## config.mk

```make
export PLATFORM = sky130hd
export DESIGN_NAME = biasTrim
export DESIGN_NICKNAME = d
export VERILOG_FILES = /design/src/rtl/biasTrimPkg.sv /design/src/rtl/biasTrimCtrl.sv /design/src/rtl/biasTrimPath.sv /design/src/rtl/biasTrim.sv
export SDC_FILE = /design/constraint.sdc
export NUM_CORES = 2
export LEC_CHECK = 0
export BUFFER_PORTS_ARGS = -buffer_cell sky130_fd_sc_hd__buf_4
export CORE_MARGIN = 2
export CORE_UTILIZATION = 54
export CTS_BUF_LIST = sky130_fd_sc_hd__clkbuf_4
export CTS_CLUSTER_DIAMETER = 150
export DETAILED_ROUTE_END_ITERATION = 12
export GPL_TIMING_DRIVEN = 0
export PLACE_DENSITY = 0.78
export SLEW_MARGIN = 20
export SYNTH_ARGS = -nofsm -noshare
export SYNTH_HDL_FRONTEND = slang
export SYNTH_HIERARCHICAL = 1
export SYNTH_SLANG_ARGS = --single-unit
```

## constraint.sdc

```tcl
create_clock -name clk -period 8.16 [get_ports clk]
set_clock_uncertainty 0.15 [all_clocks]
set_input_delay 1.632 -clock clk [delete_from_list [all_inputs] [get_ports clk]]
set_output_delay 1.632 -clock clk [all_outputs]
set_load 0.01 [all_outputs]
```

## src/rtl/biasTrimPkg.sv

```systemverilog
package biasTrimPkg;

  // mode word, low five bits of the config register
  typedef struct packed {
    logic [2:0] log2Len;   // overscan run length exponent
    logic       keepOvsc;  // pass overscan pixels downstream
    logic       ovscEn;    // subtract row baseline from image pixels
  } trimCfg_t;

  // per-sample strobes from control to datapath
  typedef struct packed {
    logic load;     // sample accepted this cycle
    logic drop;     // sample produces no output
    logic useBase;  // subtract row baseline
  } trimStrobe_t;

endpackage

```

## src/rtl/biasTrimCtrl.sv

```systemverilog
module biasTrimCtrl
  import biasTrimPkg::*;
#(
  parameter int CHANS  = 16,
  parameter int DW     = 16,
  parameter int MAXLOG = 6
) (
  input  logic                     clk,
  input  logic                     rstN,
  input  logic                     inValid,
  input  logic [$clog2(CHANS)-1:0] inChan,
  input  logic                     inOvsc,
  input  logic                     inRowStart,
  input  logic                     wrEn,
  input  logic [$clog2(CHANS):0]   wrAddr,
  input  logic [DW-1:0]            wrData,
  input  logic                     canAccept,
  input  logic [DW-1:0]            trimNow,
  output trimStrobe_t              strobe,
  output logic [DW-1:0]            offSel,
  output logic [DW-1:0]            baseSel
);

  localparam int CW   = $clog2(CHANS);
  localparam int AW   = CW + 1;
  localparam int ACCW = DW + MAXLOG;
  localparam int CNTW = MAXLOG + 2;
  localparam logic [2:0] KMAX = 3'(MAXLOG);

  trimCfg_t        cfg;
  logic [DW-1:0]   pendOff [CHANS];
  logic [DW-1:0]   actOff  [CHANS];
  logic [DW-1:0]   baseRow [CHANS];
  logic [ACCW-1:0] accSum  [CHANS];
  logic [CNTW-1:0] accCnt  [CHANS];

  logic            take;
  logic [2:0]      kEff;
  logic [CNTW-1:0] lenNow;
  logic [DW-1:0]   meanNow;

  always_comb begin
    take    = inValid && canAccept;
    kEff    = (cfg.log2Len > KMAX) ? KMAX : cfg.log2Len;
    lenNow  = CNTW'(1) << kEff;
    meanNow = DW'(accSum[inChan] >> kEff);
    offSel  = inRowStart ? pendOff[inChan] : actOff[inChan];
    baseSel = inRowStart ? meanNow : baseRow[inChan];
    strobe.load    = take;
    strobe.drop    = inOvsc && !cfg.keepOvsc;
    strobe.useBase = cfg.ovscEn && !inOvsc;
  end

  always_ff @(posedge clk or negedge rstN) begin
    if (!rstN) begin
      cfg <= '0;
      for (int c = 0; c < CHANS; c++) begin
        pendOff[c] <= '0;
        actOff[c]  <= '0;
        baseRow[c] <= '0;
        accSum[c]  <= '0;
        accCnt[c]  <= '0;
      end
    end else begin
      if (wrEn && wrAddr[AW-1]) cfg <= trimCfg_t'(wrData[4:0]);
      for (int c = 0; c < CHANS; c++) begin
        if (wrEn && !wrAddr[AW-1] && wrAddr[CW-1:0] == CW'(c))
          pendOff[c] <= wrData;
        if (take && inChan == CW'(c)) begin
          if (inRowStart) begin
            actOff[c]  <= pendOff[c];
            baseRow[c] <= meanNow;
            accSum[c]  <= inOvsc ? ACCW'(trimNow) : '0;
            accCnt[c]  <= inOvsc ? CNTW'(1) : '0;
          end else if (inOvsc && accCnt[c] < lenNow) begin
            accSum[c] <= accSum[c] + ACCW'(trimNow);
            accCnt[c] <= accCnt[c] + CNTW'(1);
          end
        end
      end
    end
  end

endmodule

```

## src/rtl/biasTrimPath.sv

```systemverilog
module biasTrimPath
  import biasTrimPkg::*;
#(
  parameter int DW = 16,
  parameter int CW = 4
) (
  input  logic          clk,
  input  logic          rstN,
  input  trimStrobe_t   strobe,
  input  logic [DW-1:0] inData,
  input  logic [CW-1:0] inChan,
  input  logic          inOvsc,
  input  logic [DW-1:0] offSel,
  input  logic [DW-1:0] baseSel,
  input  logic          outReady,
  output logic          canAccept,
  output logic [DW-1:0] trimNow,
  output logic          outValid,
  output logic [DW-1:0] outData,
  output logic [CW-1:0] outChan,
  output logic          outOvsc
);

  localparam int XW = DW + 2;
  localparam logic signed [XW-1:0] TOPV = {2'b00, {DW{1'b1}}};

  function automatic logic [DW-1:0] clampU(input logic signed [XW-1:0] v);
    if (v < 0)         return '0;
    else if (v > TOPV) return '1;
    else               return v[DW-1:0];
  endfunction

  logic          aValid, aDrop, aUseBase, aOvsc;
  logic [DW-1:0] aTrim, aBase;
  logic [CW-1:0] aChan;
  logic          advance;
  logic signed [XW-1:0] diffIn, diffA;

  always_comb begin
    advance   = !outValid || outReady;
    canAccept = !aValid || advance;
    diffIn    = $signed({2'b00, inData}) - $signed({{2{offSel[DW-1]}}, offSel});
    trimNow   = clampU(diffIn);
    diffA     = $signed({2'b00, aTrim}) - $signed({2'b00, aUseBase ? aBase : {DW{1'b0}}});
  end

  always_ff @(posedge clk or negedge rstN) begin
    if (!rstN) begin
      aValid <= 1'b0; aDrop <= 1'b0; aUseBase <= 1'b0; aOvsc <= 1'b0;
      aTrim <= '0; aBase <= '0; aChan <= '0;
      outValid <= 1'b0; outData <= '0; outChan <= '0; outOvsc <= 1'b0;
    end else begin
      if (canAccept) begin
        aValid <= strobe.load;
        if (strobe.load) begin
          aTrim    <= trimNow;
          aBase    <= baseSel;
          aUseBase <= strobe.useBase;
          aDrop    <= strobe.drop;
          aChan    <= inChan;
          aOvsc    <= inOvsc;
        end
      end
      if (advance) begin
        outValid <= aValid && !aDrop;
        if (aValid && !aDrop) begin
          outData <= clampU(diffA);
          outChan <= aChan;
          outOvsc <= aOvsc;
        end
      end
    end
  end

endmodule

```

## src/rtl/biasTrim.sv

```systemverilog
module biasTrim
  import biasTrimPkg::*;
#(
  parameter int CHANS  = 16,
  parameter int DW     = 16,
  parameter int MAXLOG = 6
) (
  input  logic                     clk,
  input  logic                     rstN,
  input  logic                     inValid,
  output logic                     inReady,
  input  logic [DW-1:0]            inData,
  input  logic [$clog2(CHANS)-1:0] inChan,
  input  logic                     inOvsc,
  input  logic                     inRowStart,
  input  logic                     wrEn,
  input  logic [$clog2(CHANS):0]   wrAddr,
  input  logic [DW-1:0]            wrData,
  output logic                     outValid,
  input  logic                     outReady,
  output logic [DW-1:0]            outData,
  output logic [$clog2(CHANS)-1:0] outChan,
  output logic                     outOvsc
);

  localparam int CW = $clog2(CHANS);

  trimStrobe_t   strobe;
  logic [DW-1:0] offSel, baseSel, trimNow;
  logic          canAccept;

  biasTrimCtrl #(.CHANS(CHANS), .DW(DW), .MAXLOG(MAXLOG)) ctrl_i (
    .clk(clk), .rstN(rstN), .inValid(inValid), .inChan(inChan),
    .inOvsc(inOvsc), .inRowStart(inRowStart), .wrEn(wrEn),
    .wrAddr(wrAddr), .wrData(wrData), .canAccept(canAccept),
    .trimNow(trimNow), .strobe(strobe), .offSel(offSel), .baseSel(baseSel)
  );

  biasTrimPath #(.DW(DW), .CW(CW)) path_i (
    .clk(clk), .rstN(rstN), .strobe(strobe), .inData(inData),
    .inChan(inChan), .inOvsc(inOvsc), .offSel(offSel), .baseSel(baseSel),
    .outReady(outReady), .canAccept(canAccept), .trimNow(trimNow),
    .outValid(outValid), .outData(outData), .outChan(outChan),
    .outOvsc(outOvsc)
  );

  assign inReady = canAccept;

endmodule

```

Word-level counts from Yosys, hierarchy flattened
Index checks and enable logic that the tools add are counted. W data, S select, Z words.

Register bits after elaboration: 1315. Input bits: 48.

Add/sub/neg operators: 34. $lt $le $gt $ge: 22. Equality and inequality tests: 30. Shifts and indexed selects: 2. Multiplexer cells: 86. Bitwise operators: 1. Reductions and logical operators: 114.

Operators by type and width (count): $mux W22 (34); $add A22 B16 Y22 (16); $mux W8 (32); $mux W16 (14); $bmux W16 S4 (3); $add A8 B1 Y8 const B (16); $lt A8 B8 Y1 (16); $bmux W22 S4 (1); $reduce_and A2 Y1 (34); $eq A4 B4 Y1 const B (16); $logic_and A1 B1 Y1 (54); $eq A4 B3 Y1 const B (8); $reduce_bool A2 Y1 (16); $shr A22 B3 Y16 (1); $gt A18 B17 Y1 const B (1); $lt A18 B1 Y1 const B (1); $sub A17 B16 Y18 (1); $gt A17 B17 Y1 const B (1); $lt A17 B1 Y1 const B (1); $sub A16 B16 Y17 (1); $eq A4 B2 Y1 const B (4); $eq A4 B1 Y1 const B (2); $logic_not A4 Y1 (2); $shl A1 B3 Y8 const A (1); 7 further kinds (13).

Longest topological paths before layout
Depth after elaboration: 12. Depth in mapped cells: 32. Depth with buffers taken out: 24.

Hierarchy
The synthesis kept the hierarchy.

By module, submodules not included: biasTrimCtrl (instances 1, cells each 7109, area each 73852.1 um2, sequential area each 31355.1 um2); biasTrimPath (instances 1, cells each 430, area each 4212.8 um2, sequential area each 1551.5 um2).

Least setup slack after synthesis
No wires, ideal clock.

Path kind: input-to-reg. Start: input inChan[0]. End: register ctrl_i/accSum[191] (netlist bit). Setup time: 0.137 ns. Arrival: 10.282 ns. Data required time: 7.873 ns. Path slack: -2.410 ns. Cell stages on the path: 31. Buffers on the path: 9. Path through: buf_6 > buf_12 > buf_12 > buf_8 > buf_6 > buf_2 > buf_1 > mux4_2 > mux4_2 > nand2_1 > nand2_1 > inv_1 > ha_1 > buf_6 > a21oi_4 > o21ai_1 > nor2_1 > a21oi_2 > o41ai_4 > xnor2_4 > buf_6 > nor2_1 > ha_1 > a21o_1 > a21o_1 > a2111oi_0 > o41ai_1 > o311a_1 > or4_1 > a31oi_1 > a21oi_1.

Word-level cells in the longest chain between the ends: 12. Elaborated cells between the ends (all ways): 20.

RTL lines: start: declaration (line biasTrim.sv:13) `input logic [$clog2(CHANS)-1:0] inChan,`; $not A4 Y5 (implied by the code) * (line biasTrimCtrl.sv:47) `offSel = inRowStart ? pendOff[inChan] : actOff[inChan];`; $bmux W16 S4 (line biasTrimCtrl.sv:47); $mux W16 (implied by the code) (2 in series) (line biasTrimCtrl.sv:47); $mux W16 * (line biasTrimCtrl.sv:47); net offSel[10] (line biasTrim.sv:29) `logic [DW-1:0] offSel, baseSel, trimNow;`; $sub A17 B16 Y18 * (line biasTrimPath.sv:42) `diffIn = $signed({2'b00, inData}) - $signed({{2{offSel[DW-1]}}, offSel});`; $gt A18 B17 Y1 (line biasTrimPath.sv:29) `else if (v > TOPV) return '1;`; $mux W16 (line biasTrimPath.sv:29); $mux W16 * (line biasTrimPath.sv:28) `if (v < 0) return '0;`; net trimNow[1] (line biasTrim.sv:29); $add A22 B16 Y22 * (line biasTrimCtrl.sv:76) `accSum[c] <= accSum[c] + ACCW'(trimNow);`; $mux W22 * (line biasTrimCtrl.sv:75) `end else if (inOvsc && accCnt[c] < lenNow) begin`; $mux W22 * (line biasTrimCtrl.sv:70) `if (inRowStart) begin`; end signal: indexed assignment (line biasTrimCtrl.sv:73) `accSum[c] <= inOvsc ? ACCW'(trimNow) : '0;`; end signal: indexed assignment (line biasTrimCtrl.sv:76); end: declaration (line biasTrimCtrl.sv:34) `logic [ACCW-1:0] accSum [CHANS];`.

Mark *: on every way through the listed nets, which the timed path passes. The rest lies on a longest branch. The select of a mux whose other input is x is not followed. A chain may end at the register's enable or synchronous reset.

Final worst setup path
Start: input inRowStart. End: register ctrl_i/accSum[175] (netlist bit).

Word-level cells in the longest chain between the ends: 8. Elaborated cells between the ends (all ways): 11.

RTL lines: start: declaration (line biasTrim.sv:15) `input logic inRowStart,`; $mux W16 * (line biasTrimCtrl.sv:47); net offSel[0] (line biasTrim.sv:29); $sub A17 B16 Y18 * (line biasTrimPath.sv:42); $gt A18 B17 Y1 (line biasTrimPath.sv:29); $mux W16 (line biasTrimPath.sv:29); $mux W16 * (line biasTrimPath.sv:28); net trimNow[1] (line biasTrim.sv:29); $add A22 B16 Y22 * (line biasTrimCtrl.sv:76); $mux W22 * (line biasTrimCtrl.sv:75); $mux W22 * (line biasTrimCtrl.sv:70).

Marked as above.

==> flow_summary.ini <==
[status]
status = complete, but fails checks
violations = negative setup slack

[timing]
setup_ws_ps = -132
finalSetupTns_ps = -1280
final.min_clock_period_ps = 8290
relSlewSlack = 0.112
hold_violations = 0
setup_viol = 25
fin_crit_sh = 1.02
fmax_mhz = 121
final_max_slew_viol_count = 0
tightest_slew_ps = 1330

[worst_setup_path]
critPathBufInv = 7
crit_required_ps = 9190
critPathKind = input pin to flip-flop
slowest_stage = o41ai_2
rrSetupSlack_ps = 1020
critPathMaxStageDelay_ps = 620
cp.arrival_ps = 9320
path_delay_family = compound AO/OA/AOI/OAI gates
rr_worst_depth = 27
worstPathMaxFanout = 17
cp-end-kind = flip-flop
start_kind = input pin
reg2reg_to = ctrl_i/accSum[192]$_DFFE_PN0P_
r2r_start = ctrl_i/actOff[16]$_DFFE_PN0P_

[worst_hold_path]
worstHoldEndpoint = ctrl_i/actOff[58]$_DFFE_PN0P_
min-delay-start = ctrl_i/pendOff[58]$_DFFE_PN0P_
hold_depth = 2
hp-class = flip-flop to flip-flop

[die]
die_w_um = 384
die_y_um = 384
io_pins = 71
core_um2 = 143000
start_util = 0.544
dieArea_um2 = 148000
rows = 139

[clocking]
root_buffer = clkbuf_4
cts_sinks = 1315
clock_latency_ps = 1380
clkTransAtPathRegs_ps = 70
cts_tree = built
clock_path_buffers = 4
cts_made_buffers = 372
htree_levels = 5

[grt]
grt.overflow.total = 0
grt_max_degree = 159
grt_pass1_vias = 66980
grt.total_usage = 0.397
grt_pass1_wl_um = 431000
antenna_found_initial = 20

[logic_synthesis]
synth_cells = 7539
synth.cell_area_um2 = 78100
synth_ff_type = dfrtp_1
synth_top_area_share = 0.422
yosys_warnings = 6
yosys-top-cells-area = dfrtp_1, mux4_2, nand2_1
async_flop_share = 1.00
synth_cell_type_count = 108
yosys-top-cells-count = nand2_1, dfrtp_1, nor2_1, ha_1, mux2_2
synth-edff-count = 0
yosysSeqAreaShare = 0.422
avgSynthCellArea_um2 = 10.4
synth-seq-cells = 1315
yosys.area.top_type = dfrtp_1
yosysMostFrequentCell = nand2_1

[routing]
viasPerCell = 6.75
routed_wl_um = 295000
vias = 68899
drc = 0
drtAntennaViolNets = 0
dr.pass1.iters = 8
wl_per_cell_um = 28.9
first_iter_violations = 8871

[final_layout]
drive_gt1_frac = 0.207
finalNonFillerCells = 10209
final_net_count = 8531
areaGrowthSynthToFinish_pct = 12.2

[placed_design]
io_buffers = 68
dp_cells = 9555
place.gp.congestion = 1.08
place_hpwl_um = 217000

[power_and_ir_drop]
ir_drop_uv = 374
power_leakage_nw = 40.6
power.density_nw_per_um2 = 359

[flow_run]
drv_cap = 0
==> worst max-delay path by stage <==
stage	endpoint	start	cells after the start	slack, ps
floorplan	ctrl_i/accSum[191]$_DFFE_PN0P_	inChan[0]	31	-240
global placement	path_i/outValid$_DFFE_PN0P_	rstN	1	-11010
detailed placement	ctrl_i/accSum[42]$_DFFE_PN0P_	inRowStart	28	-3280
CTS	ctrl_i/accSum[40]$_DFFE_PN0P_	inChan[3]	31	5
global route	ctrl_i/accSum[81]$_DFFE_PN0P_	inChan[3]	32	-20
finish	ctrl_i/accSum[175]$_DFFE_PN0P_	inRowStart	28	-130
==> repair_timing <==
| item | in CTS | in global routing |
|---|---|---|
| endpoints found under the setup margin | 312 | 150 |
| buffers inserted | 11 | 16 |
| endpoints found under the hold margin | 5 | 0 |
| resized for setup | 71 | 49 |
| cloned | 0 | 1 |
| pin swaps | 12 | 11 |
| hold buffers | 1 | 0 |
==> layout by cell type (no fill, tap or decap), types with 21 or more instances in the layout <==
| cell type | Yosys | layout |
|---|---|---|
| a211oi_1 | 39 | 34 |
| a21o_1 | 112 | 112 |
| a21oi_1 | 272 | 263 |
| a31oi_1 | 117 | 112 |
| and3_1 | 66 | 66 |
| buf_1 | 48 | 37 |
| buf_12 | 4 | 26 |
| buf_16 | 0 | 24 |
| buf_2 | 48 | 38 |
| buf_4 | 18 | 105 |
| clkbuf_1 | 283 | 240 |
| clkbuf_2 | 1 | 21 |
| clkbuf_4 | 0 | 545 |
| clkinv_1 | 1 | 70 |
| dfrtp_1 | 1315 | 1315 |
| ha_1 | 417 | 416 |
| inv_1 | 110 | 109 |
| mux2_2 | 379 | 379 |
| mux2i_1 | 71 | 70 |
| mux4_2 | 335 | 335 |
| nand2_1 | 1504 | 1499 |
| nand2b_1 | 45 | 45 |
| nand3_1 | 116 | 116 |
| nand4_1 | 82 | 82 |
| nor2_1 | 452 | 442 |
| nor2b_1 | 29 | 29 |
| nor3_1 | 66 | 64 |
| o211ai_1 | 164 | 164 |
| o21a_1 | 193 | 193 |
| o21ai_0 | 369 | 359 |
| o21ai_1 | 35 | 38 |
| o21bai_1 | 25 | 24 |
| o31ai_1 | 33 | 31 |
| or2_2 | 34 | 33 |
| or3_1 | 58 | 58 |
| xnor2_1 | 148 | 148 |
| xor2_1 | 149 | 149 |
==> cell families after synthesis <==
logic type                 synth area share
other                             0.0000480
and+or+nand+nor                       0.142
AOI/OAI and AO/OA                     0.136
adders and majority gates            0.0715
buffers and inverters                0.0295
muxes                                 0.166
xor gates and xnor gates             0.0337
DFF                                   0.422
==> layout make-up <==
type / instances / area [um2]
tap: 1903 / 2380
clock inverter: 86 / 413
clock buffer: 534 / 4010
timing repair buffer: 127 / 1560
multi-input combinational: 5711 / 43600
inverter: 111 / 420
antenna: 12 / 30.0
sequential: 1315 / 32900
fill: 11624 / 55900
buffer: 410 / 2290
==> sequential cells by signal, indices dropped and copies added (netlist names), 4 cells and up <==
register,cells
ctrl_i/accCnt,128
ctrl_i/accSum,352
ctrl_i/actOff,256
ctrl_i/baseRow,256
ctrl_i/cfg,5
ctrl_i/pendOff,256
path_i/aBase,16
path_i/aChan,4
path_i/aTrim,16
path_i/outChan,4
path_i/outData,16
==> worst min-delay path, delay by kind of cell (launching register included) <==
family,cells,cell delay [ps]
flip-flops,1,370
AND/OR/NAND/NOR,2,110
==> report_power, final <==
group | total [mW] | switching [mW] | internal, mW
Combinational | 15.8 | 9.21 | 6.54
Clock | 5.98 | 2.91 | 3.07
Sequential | 9.68 | 1.53 | 8.15
==> per-layer routing <==
metal	GRT usage	up-vias	routed length, um
met5	0	-	139
li1	-	28670	-
met4	0.289	18	25300
met3	0.125	1308	39000
met2	0.574	4969	126000
met1	0.502	33934	105000
==> metrics by stage <==
stage                     total power [mW]  setup slack [ps]  hold slack, ps  area, um2   util
final                                 31.4              -132             260      87600  0.611
after global routing                  33.0             -17.5             282      87600  0.610
after CTS                             30.6              5.34             256      87200  0.608
after detailed placement              24.4             -3280             307      82400  0.575
after global placement                23.5            -11010             303      81500  0.568
after floorplan                       19.6              -242             284      78600      -
Note: power is estimated with default switching activity, not from simulation.
